## src/rtl/rx_frame_gate.sv

```systemverilog
module rx_frame_gate #(
  parameter int DW      = 8,
  parameter int FCS_LEN = 4
) (
  input  logic          clk,
  input  logic          rst_n,
  input  logic          rx_valid,
  input  logic [DW-1:0] rx_data,
  input  logic          rx_sof,
  input  logic          rx_eof,
  input  logic          tx_busy,
  input  logic          cfg_fdx_sw,
  input  logic          fdx_pin,
  input  logic          cfg_own_dis,
  input  logic          cfg_keep_fcs,
  input  logic          cfg_irq_off,
  output logic          wr_en,
  output logic [DW-1:0] wr_data,
  output logic          wr_last,
  output logic          rx_ready,
  output logic          rx_irq
);
  localparam int CW = $clog2(FCS_LEN + 1);

  logic [DW-1:0] dly [FCS_LEN];
  logic [CW-1:0] cnt;
  logic          in_q, acc_q, keep_q;

  wire fdx      = cfg_fdx_sw | fdx_pin;
  wire start    = rx_valid & rx_sof;
  wire drop_own = ~fdx & cfg_own_dis & tx_busy;
  wire acc_now  = start ? ~drop_own : acc_q;
  wire keep_now = start ? cfg_keep_fcs : keep_q;
  wire in_now   = start | in_q;
  wire take     = rx_valid & in_now & acc_now;
  wire [CW-1:0] cnt_now = start ? '0 : cnt;
  wire full     = (cnt_now == CW'(FCS_LEN));
  wire do_wr    = take & (keep_now | full);

  always_ff @(posedge clk) begin
    if (!rst_n) begin
      in_q     <= 1'b0;
      acc_q    <= 1'b0;
      keep_q   <= 1'b0;
      cnt      <= '0;
      wr_en    <= 1'b0;
      wr_data  <= '0;
      wr_last  <= 1'b0;
      rx_ready <= 1'b0;
      rx_irq   <= 1'b0;
      for (int i = 0; i < FCS_LEN; i++) dly[i] <= '0;
    end else begin
      if (rx_valid) in_q <= in_now & ~rx_eof;
      if (start) begin
        acc_q  <= ~drop_own;
        keep_q <= cfg_keep_fcs;
      end
      if (rx_valid & rx_eof)
        cnt <= '0;
      else if (take & ~keep_now & ~full)
        cnt <= cnt_now + 1'b1;
      else
        cnt <= cnt_now;
      if (take & ~keep_now) begin
        dly[0] <= rx_data;
        for (int i = 1; i < FCS_LEN; i++) dly[i] <= dly[i-1];
      end
      wr_en   <= do_wr;
      wr_data <= keep_now ? rx_data : dly[FCS_LEN-1];
      wr_last <= do_wr & rx_eof;
      rx_irq  <= do_wr & rx_eof & ~cfg_irq_off;
      if (do_wr)
        rx_ready <= 1'b1;
      else if (wr_last | start)
        rx_ready <= 1'b0;
    end
  end

  p_irq_with_last_r8: assert property (@(posedge clk) disable iff (!rst_n)
    rx_irq |-> (wr_en && wr_last));

  p_irq_masked_r9: assert property (@(posedge clk) disable iff (!rst_n)
    rx_irq |-> !$past(cfg_irq_off));

  p_own_echo_dropped_r2: assert property (@(posedge clk) disable iff (!rst_n)
    (rx_valid && rx_sof && !cfg_fdx_sw && !fdx_pin && cfg_own_dis && tx_busy) |=> !wr_en);

  p_ready_on_write_r10: assert property (@(posedge clk) disable iff (!rst_n)
    wr_en |-> rx_ready);

  p_keep_next_cycle_r6: assert property (@(posedge clk) disable iff (!rst_n)
    (rx_valid && rx_sof && cfg_keep_fcs && (cfg_fdx_sw || fdx_pin || !cfg_own_dis || !tx_busy))
    |=> (wr_en && wr_data == $past(rx_data)));

  p_strip_holds_first_r7: assert property (@(posedge clk) disable iff (!rst_n)
    (rx_valid && rx_sof && !cfg_keep_fcs) |=> !wr_en);
endmodule

```

## config.mk

```make
export PLATFORM = sky130hd
export DESIGN_NAME = rx_frame_gate
export DESIGN_NICKNAME = d
export VERILOG_FILES = /design/src/rtl/rx_frame_gate.sv
export SDC_FILE = /design/constraint.sdc
export NUM_CORES = 1
export LEC_CHECK = 0
export BUFFER_PORTS_ARGS = -buffer_cell sky130_fd_sc_hd__clkbuf_2
export CELL_PAD_IN_SITES_DETAIL_PLACEMENT = 0
export CELL_PAD_IN_SITES_GLOBAL_PLACEMENT = 2
export CORE_MARGIN = 4
export CORE_UTILIZATION = 34
export DETAILED_ROUTE_END_ITERATION = 7
export PLACE_DENSITY_LB_ADDON = 0.1
export SLEW_MARGIN = 20
export SYNTH_ARGS = -nofsm -noshare
export SYNTH_HDL_FRONTEND = slang
export SYNTH_SLANG_ARGS = --single-unit
```

## constraint.sdc

```tcl
create_clock -name clk -period 2.1 [get_ports clk]
set_input_delay 0.42 -clock clk [delete_from_list [all_inputs] [get_ports clk]]
set_output_delay 0.42 -clock clk [all_outputs]
set_load 0.1 [all_outputs]
```

==> results of run 1 <==
-- power by group through the flow --
stage               Sequential (mW)  Combinational, mW  Clock (mW)
finish                         1.12              0.216       0.565
global route                   1.12              0.234       0.645
CTS                            1.12              0.220       0.593
detailed placement             1.14              0.219           0
global placement               1.14              0.218           0
floorplan                      1.22             0.0788           0
-- stage by stage --
stage	hold WS, ns	util, %	area, um2
after floorplan	0.441	-	1960
after global placement	0.440	39.6	2190
after detailed placement	0.450	39.6	2190
after CTS	0.263	41.3	2290
after global routing	0.264	41.3	2290
final	0.279	41.3	2290
-- layout by cell type, fill, tap and decap left out --
| cell type | synthesis | routed |
|---|---|---|
| ha_1 | 2 | 2 |
| nand3_1 | 4 | 4 |
| and2_1 | 34 | 34 |
| o21a_1 | 2 | 2 |
| clkbuf_8 | 0 | 6 |
| edfxtp_1 | 32 | 32 |
| nor2b_1 | 9 | 9 |
| or2_1 | 1 | 1 |
| nor2_1 | 1 | 1 |
| a21boi_1 | 0 | 1 |
| o311a_1 | 1 | 1 |
| clkinv_2 | 0 | 1 |
| mux2i_1 | 10 | 10 |
| clkbuf_2 | 0 | 30 |
| nand4_1 | 1 | 1 |
| a21o_1 | 1 | 1 |
| nand2_1 | 10 | 9 |
| a21oi_1 | 1 | 1 |
| a21boi_0 | 3 | 2 |
| dfxtp_1 | 18 | 18 |
| inv_1 | 3 | 3 |
| nor3b_1 | 1 | 1 |
| a31o_2 | 1 | 1 |
| clkinvlp_4 | 0 | 1 |
| nor3_1 | 1 | 1 |
| buf_12 | 0 | 1 |
| nand2_2 | 1 | 2 |
| o21ai_0 | 3 | 3 |
| buf_4 | 0 | 2 |
| and3_4 | 1 | 1 |
-- worst reg2reg max path: stages, from the launching register on --
cell	delay, ns
dfxtp_1	0.34
a21o_1	0.11
o311a_1	0.28
nand2_1	0.10
nand2_2	0.10
buf_12	0.21
-- metal layers --
layer / share of wire [%] / global-route usage (%) / vias to the layer above
li1: - / - / 570
met1: 47 / 13.5 / 526
met2: 46 / 14.8 / 28
met3: 4.8 / 3.36 / 8
met4: 2.3 / 4.24 / 0
met5: 0 / 0 / -
-- registers in the layout, indices dropped and copies added, names as in the netlist --
register and count:
acc_q 1, cnt 3, dly 32, in_q 1, keep_q 1, rx_irq 1, rx_ready 1, wr_data 8
wr_en 1, wr_last 1
-- cells by family after synthesis --
kind of cell / count (synthesis) / synth area share [%]
compound gates: 12 / 4.28
fa+ha+maj: 2 / 1.28
buf+inv: 8 / 2.75
flops: 50 / 67.5
mux: 10 / 5.12
simple gates: 64 / 19.1
-- cells in the mapped netlist --
cell / count / area share [%]
a21boi_0: 3 / 1.2
mux2i_1: 10 / 5.1
and2_1: 34 / 11
buf_2: 1 / 0.26
and3_4: 1 / 0.58
o311a_1: 1 / 0.51
nor3_1: 1 / 0.26
a21oi_1: 1 / 0.26
nand2_1: 10 / 1.9
or2_1: 1 / 0.32
clkbuf_1: 1 / 0.19
nor2b_1: 9 / 2.9
a21o_1: 1 / 0.38
nand3_1: 4 / 1.0
a31o_2: 1 / 0.45
nand2_2: 1 / 0.32
dfxtp_1: 18 / 18
o21a_1: 2 / 0.77
nor2_1: 1 / 0.19
buf_6: 3 / 1.7
inv_1: 3 / 0.58
nand4_1: 1 / 0.32
nor3b_1: 1 / 0.38
o21ai_0: 3 / 0.77
edfxtp_1: 32 / 49
ha_1: 2 / 1.3
-- layout make-up --
cell class / count / area share, %
clock buffers: 6 / 3.61
repair buffers: 33 / 8.10
clock inverters: 2 / 0.547
multi-input cells: 88 / 25.5
flip-flops and latches: 50 / 57.8
inverters: 3 / 0.492
well taps: 72 / 3.94
-- worst paths after layout --
kind / to / slack, ns / cells past startpoint
max: dly[0][3] / 0.51 / 5
min: rx_irq / 0.28 / 2
max reg2reg: dly[0][7] / 0.66 / 5
min reg2reg: rx_ready / 0.46 / 1
==> results.toml, run 1 <==
[run_status]
outcome = "complete, no violations"

[die]
io_pins = 31
die_w_um = 83.9
core_um2 = 5540
num_rows = 27
die_h_um = 83.9
start_util_pct = 35.3
die_area_um2 = 7030

[cts]
clockRootBuffer = "clkbuf_8"
clk_latency_ns = 0.29
clk_pin_slew_ns = 0.09
cts_sinks = 50
htreeDepth = 2
clock_path_buffers = 2
cts_buffers = 5
postCtsSetupBuffers = 0
cts.repair.resized = 0
cts_tree = "done"
cts.hold.buffers_added = 0

[sta]
setup_viol = 0
slew_headroom_pct = 64.0
timing.final.crit_share_pct = 75.7
min_period_ns = 1.59
clock_skew_ns = 0.00651
max_freq_ghz = 0.629
fin_ws_ns = 0.511
hold_viol = 0
rsz0062_at_grt = "no"
fin_tns_setup_ns = 0
drv_slew = 0
worst_pin_slew_ns = 0.542

[global_routing]
grt_max_degree = 33
grt_pass1_wl_um = 5570
grt_usage_pct = 10.1
antenna_found_initial = 0
grt.overflow.total = 0
grt_pass1_vias = 1127

[placement]
io_buffers = 30
hpwlAfterDp_um = 2220
dp_cells = 246
finalWeightedCongestion = 0.843
pre_cts_ws_ns = 0.206

[layout]
final_cells = 254
drive_above_1_share_pct = 24.7
diodes = 0
nets = 202
seqCellArea_um2 = 1320
synthToLayoutAreaGrowth_pct = 16.9
multi_input_area_um2 = 584
fill_cells = 557

[hold_path]
worstHoldPathType = "input port to register"
worstHoldStart = "cfg_irq_off"

[critical_path]
critPathMaxFanout = 32
crit_slowest_cell = "o311a_1"
cp.buffers_inverters = 1
cp_cell_sequence = "clkbuf_2 > or2_1 > o311a_1 > and3_4 > and2_1"
endpoint_kind = "register"
worstSetupPathType = "input port to register"
arrival_ns = 1.64
r2r_start = "in_q"
start_kind = "input port"
startpoint = "fdx_pin"
cpPeakStageDelay_ns = 0.42
cp_top_family = "simple AND/OR/NAND/NOR gates"
worstPathRequired_ns = 2.15

[drt]
dr.pass1.iters = 4
totalWireLength_um = 3270
viasPerCell = 4.46
wl_per_cell_um = 12.9
first_iter_violations = 63
remaining_drc_errors = 0
vias = 1132
ant_nets = 0

[power]
power.share.clock_pct = 29.8
power.switching_uw = 469
power_density_nw_per_um2 = 829
switching_share_pct = 24.7
ir_worst_vdd_mv = 0.230
leakagePower_nw = 0.990
finalPower_mw = 1.90
power_frac_comb_pct = 11.4
seqPwrFrac_pct = 58.8
power.internal_mw = 1.43

[synthesis]
synthCells = 146
synth_nets = 167
syn_area_per_cell_um2 = 13.4
ys_types = 26
ys_ff_latch = 50
syn-cell-area_um2 = 1960
yosysWarnings = 0
ys_seq_area_share_pct = 67.5

[job]
maxCapViolCount = 0
Note: power is estimated with default switching activity, not from simulation.
==> inputs of run 2 (changes only) <==
--- a/config.mk
+++ b/config.mk
@@ -9,7 +9,7 @@
 export CELL_PAD_IN_SITES_DETAIL_PLACEMENT = 0
 export CELL_PAD_IN_SITES_GLOBAL_PLACEMENT = 2
 export CORE_MARGIN = 4
-export CORE_UTILIZATION = 34
+export CORE_UTILIZATION = 37
 export DETAILED_ROUTE_END_ITERATION = 7
 export PLACE_DENSITY_LB_ADDON = 0.1
 export SLEW_MARGIN = 20
==> constraint.sdc (replaced) <==
create_clock -name clk -period 1.65 [get_ports clk]
set_input_delay 0.33 -clock clk [delete_from_list [all_inputs] [get_ports clk]]
set_output_delay 0.33 -clock clk [all_outputs]
set_load 0.1 [all_outputs]
==> run 2 against run 1 <==
Against the previous run:
- core utilization up 4.8 points
- clock-buffer cell count unchanged
- critical endpoint is now rx_ready
- clock power up 18%
==> results.toml, run 2 (synthesized netlist as in run 1, its figures left out) <==
[global_routing]
grt_usage_pct = 11.8
grt_max_degree = 33
antenna_found_initial = 0
grt.overflow.total = 0
grt_pass1_vias = 1190
grt_pass1_wl_um = 5690

[critical_path]
cp_top_family = "buffers and inverters"
start_kind = "register"
critPathMaxFanout = 2
worstSetupPathType = "register to output pin"
cpPeakStageDelay_ns = 0.46
endpoint_kind = "output pin"
worstPathRequired_ns = 1.32
crit_slowest_cell = "clkbuf_2"
cp.buffers_inverters = 1
cp_cell_sequence = "clkbuf_2"
arrival_ns = 1.10

[cts]
postCtsSetupBuffers = 0
clock_path_buffers = 2
htreeDepth = 2
clk_pin_slew_ns = 0.08
cts_tree = "done"
clk_latency_ns = 0.29
cts_buffers = 5
clockRootBuffer = "clkbuf_8"
cts_sinks = 50
cts.hold.buffers_added = 0
cts.repair.resized = 0

[hold_path]
worstHoldPathType = "input port to register"

[layout]
reg_top3 = "dly: 32 flops, wr_data: 8 flops, cnt: 3 flops"
largest_reg_flops = 32
final_cells = 261
final_cell_mix = "and2_1, edfxtp_1, clkbuf_2"
layout_commonest_cell = "and2_1"
synthToLayoutAreaGrowth_pct = 20.4
fill_cells = 494
nets = 211
largest-register = "dly"
diodes = 0
fin_util_pct = 46.1
drive_above_1_share_pct = 27.2

[die]
die_h_um = 80.7
core_um2 = 5110
start_util_pct = 38.3
die_area_um2 = 6520
num_rows = 26
die_w_um = 80.7
io_pins = 31

[drt]
viasPerCell = 4.57
totalWireLength_um = 3450
ant_nets = 0
dr.pass1.iters = 4
first_iter_violations = 49
vias = 1192
remaining_drc_errors = 0
wl_per_cell_um = 13.2

[run_status]
outcome = "complete, no violations"

[sta]
worst_pin_slew_ns = 0.544
drv_slew = 0
hold_viol = 0
timing.final.crit_share_pct = 86.6
rsz0062_at_grt = "no"
clock_skew_ns = 0.00401
min_period_ns = 1.43
setup_viol = 0
slew_headroom_pct = 63.9
max_freq_ghz = 0.700
fin_tns_setup_ns = 0

[placement]
dp_cells = 253
io_buffers = 30
hpwlAfterDp_um = 2400
finalWeightedCongestion = 0.816

[power]
leakagePower_nw = 1.03
ir_worst_vdd_mv = 0.425
power_density_nw_per_um2 = 1010

[job]
maxCapViolCount = 0
[run 2: cell count changes in the layout (fill, tap and decap cells not counted)]
| cell | previous run | this run |
|---|---|---|
| clkinvlp_4 | 1 | 0 |
| clkbuf_1 | 0 | 1 |
| nand2_2 | 2 | 1 |
| buf_4 | 2 | 10 |
| buf_12 | 1 | 2 |
| clkbuf_8 | 6 | 5 |
| clkinv_1 | 0 | 1 |
| nand2_4 | 0 | 1 |
[run 2: worst paths after layout]
kind                                  start   endpoint  slack [ns]  depth (start not counted)
worst max-delay path               rx_ready   rx_ready        0.22                          1
worst min register to register      wr_last   rx_ready        0.47                          1
worst max register to register        acc_q  dly[0][5]        0.29                          4
worst min-delay path            cfg_irq_off     rx_irq        0.19                          2
[run 2: layer usage]
layer,track usage (%),wire length (um)
met4,5.41,74
met1,15.8,1610
met5,0,0
met2,17.5,1570
met3,3.59,192
[run 2: final cells by class]
cell class | count | area [um2] | share of cell area [%]
sequential | 50 | 1320 | 56.1
clock buffer | 6 | 72.6 | 3.08
clock inverter | 2 | 8.76 | 0.372
multi-input combinational | 88 | 589 | 25.0
tap | 70 | 87.6 | 3.72
timing repair buffer | 42 | 265 | 11.3
inverter | 3 | 11.3 | 0.478
[run 2: stage by stage]
| step | setup WS, ns | power (mW) | hold slack, ns | area (um2) |
|---|---|---|---|---|
| floorplan | 0.0113 | 1.65 | 0.406 | 1960 |
| global placement | -0.0445 | 1.75 | 0.438 | 2270 |
| detailed placement | -0.0731 | 1.75 | 0.458 | 2270 |
| CTS | 0.198 | 2.42 | 0.173 | 2360 |
| global route | 0.181 | 2.49 | 0.182 | 2360 |
| finish | 0.221 | 2.39 | 0.187 | 2360 |
[run 2: power by group]
| group | switching (mW) | leakage (nW) | internal [mW] | total [mW] |
|---|---|---|---|---|
| clock | 0.374 | 0.0426 | 0.292 | 0.666 |
| sequential | 0.0179 | 0.487 | 1.40 | 1.42 |
| combinational | 0.205 | 0.505 | 0.0961 | 0.301 |
| total | 0.597 | 1.03 | 1.79 | 2.39 |
==> inputs of run 3 (changes only) <==
--- a/config.mk
+++ b/config.mk
@@ -5,12 +5,12 @@
 export SDC_FILE = /design/constraint.sdc
 export NUM_CORES = 1
 export LEC_CHECK = 0
-export BUFFER_PORTS_ARGS = -buffer_cell sky130_fd_sc_hd__clkbuf_2
 export CELL_PAD_IN_SITES_DETAIL_PLACEMENT = 0
 export CELL_PAD_IN_SITES_GLOBAL_PLACEMENT = 2
 export CORE_MARGIN = 4
-export CORE_UTILIZATION = 37
+export CORE_UTILIZATION = 42
 export DETAILED_ROUTE_END_ITERATION = 7
+export DONT_BUFFER_PORTS = 1
 export PLACE_DENSITY_LB_ADDON = 0.1
 export SLEW_MARGIN = 20
 export SYNTH_ARGS = -nofsm -noshare
==> run 3 against run 2 <==
Against the previous run:
- cell count decreased by 17%
- critical path depth increased by 3
- via count decreased by 9.6%
- sequential power about the same
- sequential share of layout area increased by 3.6 points
- clock-buffer cell count unchanged
- clock power increased by 24%
- sequential cell count unchanged
- largest power group unchanged
==> results.toml, run 3 (synthesized netlist as in run 1, its figures left out) <==
[sta]
fin_ws_ns = 0.182
worst_pin_slew_ns = 0.426
clock_skew_ns = 0.00795
rsz0062_at_grt = "no"
drv_slew = 0
fin_tns_setup_ns = 0
max_freq_ghz = 0.681
hold_viol = 0
slew_headroom_pct = 71.6
timing.final.crit_share_pct = 89.0
min_period_ns = 1.47
setup_viol = 0

[run_status]
outcome = "complete, no violations"

[layout]
reg_top3 = "dly: 32 flops, wr_data: 8 flops, cnt: 3 flops"
fin_util_pct = 49.8
largest_reg_flops = 32
drive_above_1_share_pct = 15.8
final_cells = 217
synthToLayoutAreaGrowth_pct = 13.1
largest-register = "dly"
layout_commonest_cell = "and2_1"
final_cell_mix = "and2_1, edfxtp_1, dfxtp_1"
diodes = 0
nets = 185

[job]
maxCapViolCount = 0

[die]
core_um2 = 4440
start_util_pct = 44.0
io_pins = 31
die_w_um = 76.3
num_rows = 24
die_h_um = 76.3
die_area_um2 = 5820

[power]
finalPower_mw = 2.49
leakagePower_nw = 0.933
power_density_nw_per_um2 = 1130
ir_worst_vdd_mv = 0.569

[drt]
first_iter_violations = 53
vias = 1077
viasPerCell = 4.96
dr.pass1.iters = 4
ant_nets = 0
remaining_drc_errors = 0
wl_per_cell_um = 14.4
totalWireLength_um = 3140

[cts]
clk_pin_slew_ns = 0.08
cts_tree = "done"
clockRootBuffer = "clkbuf_8"
clk_latency_ns = 0.30
clock_path_buffers = 2
postCtsSetupBuffers = 0
cts_sinks = 50
htreeDepth = 2
cts.repair.resized = 0
cts_buffers = 5
cts.hold.buffers_added = 0

[global_routing]
grt_max_degree = 33
grt.overflow.total = 0
antenna_found_initial = 0
grt_pass1_vias = 1061
grt_pass1_wl_um = 5020
grt_usage_pct = 11.1

[critical_path]
start_kind = "register"
critPathMaxFanout = 32
arrival_ns = 1.42
endpoint_kind = "register"
worstPathRequired_ns = 1.60
worstSetupPathType = "register to register"

[placement]
finalWeightedCongestion = 0.728
hpwlAfterDp_um = 2070
dp_cells = 209
io_buffers = 0
pre_cts_ws_ns = 0.0196

[hold_path]
worstHoldPathType = "input port to register"
-- run 3: cell types whose count changed in the layout (fill, tap and decap cells not counted), sizes merged --
| cell | delta |
|---|---|
| bufinv | +1 |
| clkinv | -1 |
| clkbuf | -30 |
| buf | +4 |
-- run 3: final timing paths --
| check | from | to | slack [ns] | cells after the start |
|---|---|---|---|---|
| max | acc_q | dly[1][3] | 0.18 | 4 |
| min | cfg_irq_off | rx_irq | 0.1 | 1 |
| max reg2reg | acc_q | dly[1][3] | 0.18 | 4 |
| min reg2reg | wr_last | rx_ready | 0.46 | 1 |
-- run 3: final cells by class --
| cell class | instances | area [um2] |
|---|---|---|
| flip-flops and latches | 50 | 1320 |
| well taps | 52 | 65.1 |
| inverters | 3 | 11.3 |
| clock buffers | 6 | 72.6 |
| multi-input cells | 88 | 589 |
| fillers | 414 | 2230 |
| repair buffers | 16 | 120 |
| clock inverters | 2 | 33.8 |
-- run 3: power breakdown --
part / switching [mW] / total (mW) / internal, mW
clock network: 0.375 / 0.823 / 0.448
registers: 0.0179 / 1.42 / 1.40
logic: 0.180 / 0.249 / 0.0687
-- run 3: per-stage QoR --
| step | hold slack (ns) | area (um2) |
|---|---|---|
| floorplan | 0.406 | 1960 |
| global placement | 0.410 | 2110 |
| detailed placement | 0.409 | 2110 |
| CTS | 0.0857 | 2210 |
| global route | 0.0888 | 2210 |
| finish | 0.100 | 2210 |
-- run 3: worst max-delay path, cell delays in order (launching register included) --
cell,delay [ns]
dfxtp_1,0.35
a21o_1,0.12
o311a_1,0.20
nand2_1,0.10
nand2_4,0.35
-- run 3: layer usage --
layer / share of wire (%) / vias to the layer above / track usage [%]
met1: 50 / 515 / 14.3
met5: 0 / - / 0
li1: - / 533 / -
met3: 4.2 / 4 / 3.43
met2: 45 / 25 / 16.8
met4: 1.1 / 0 / 5.98
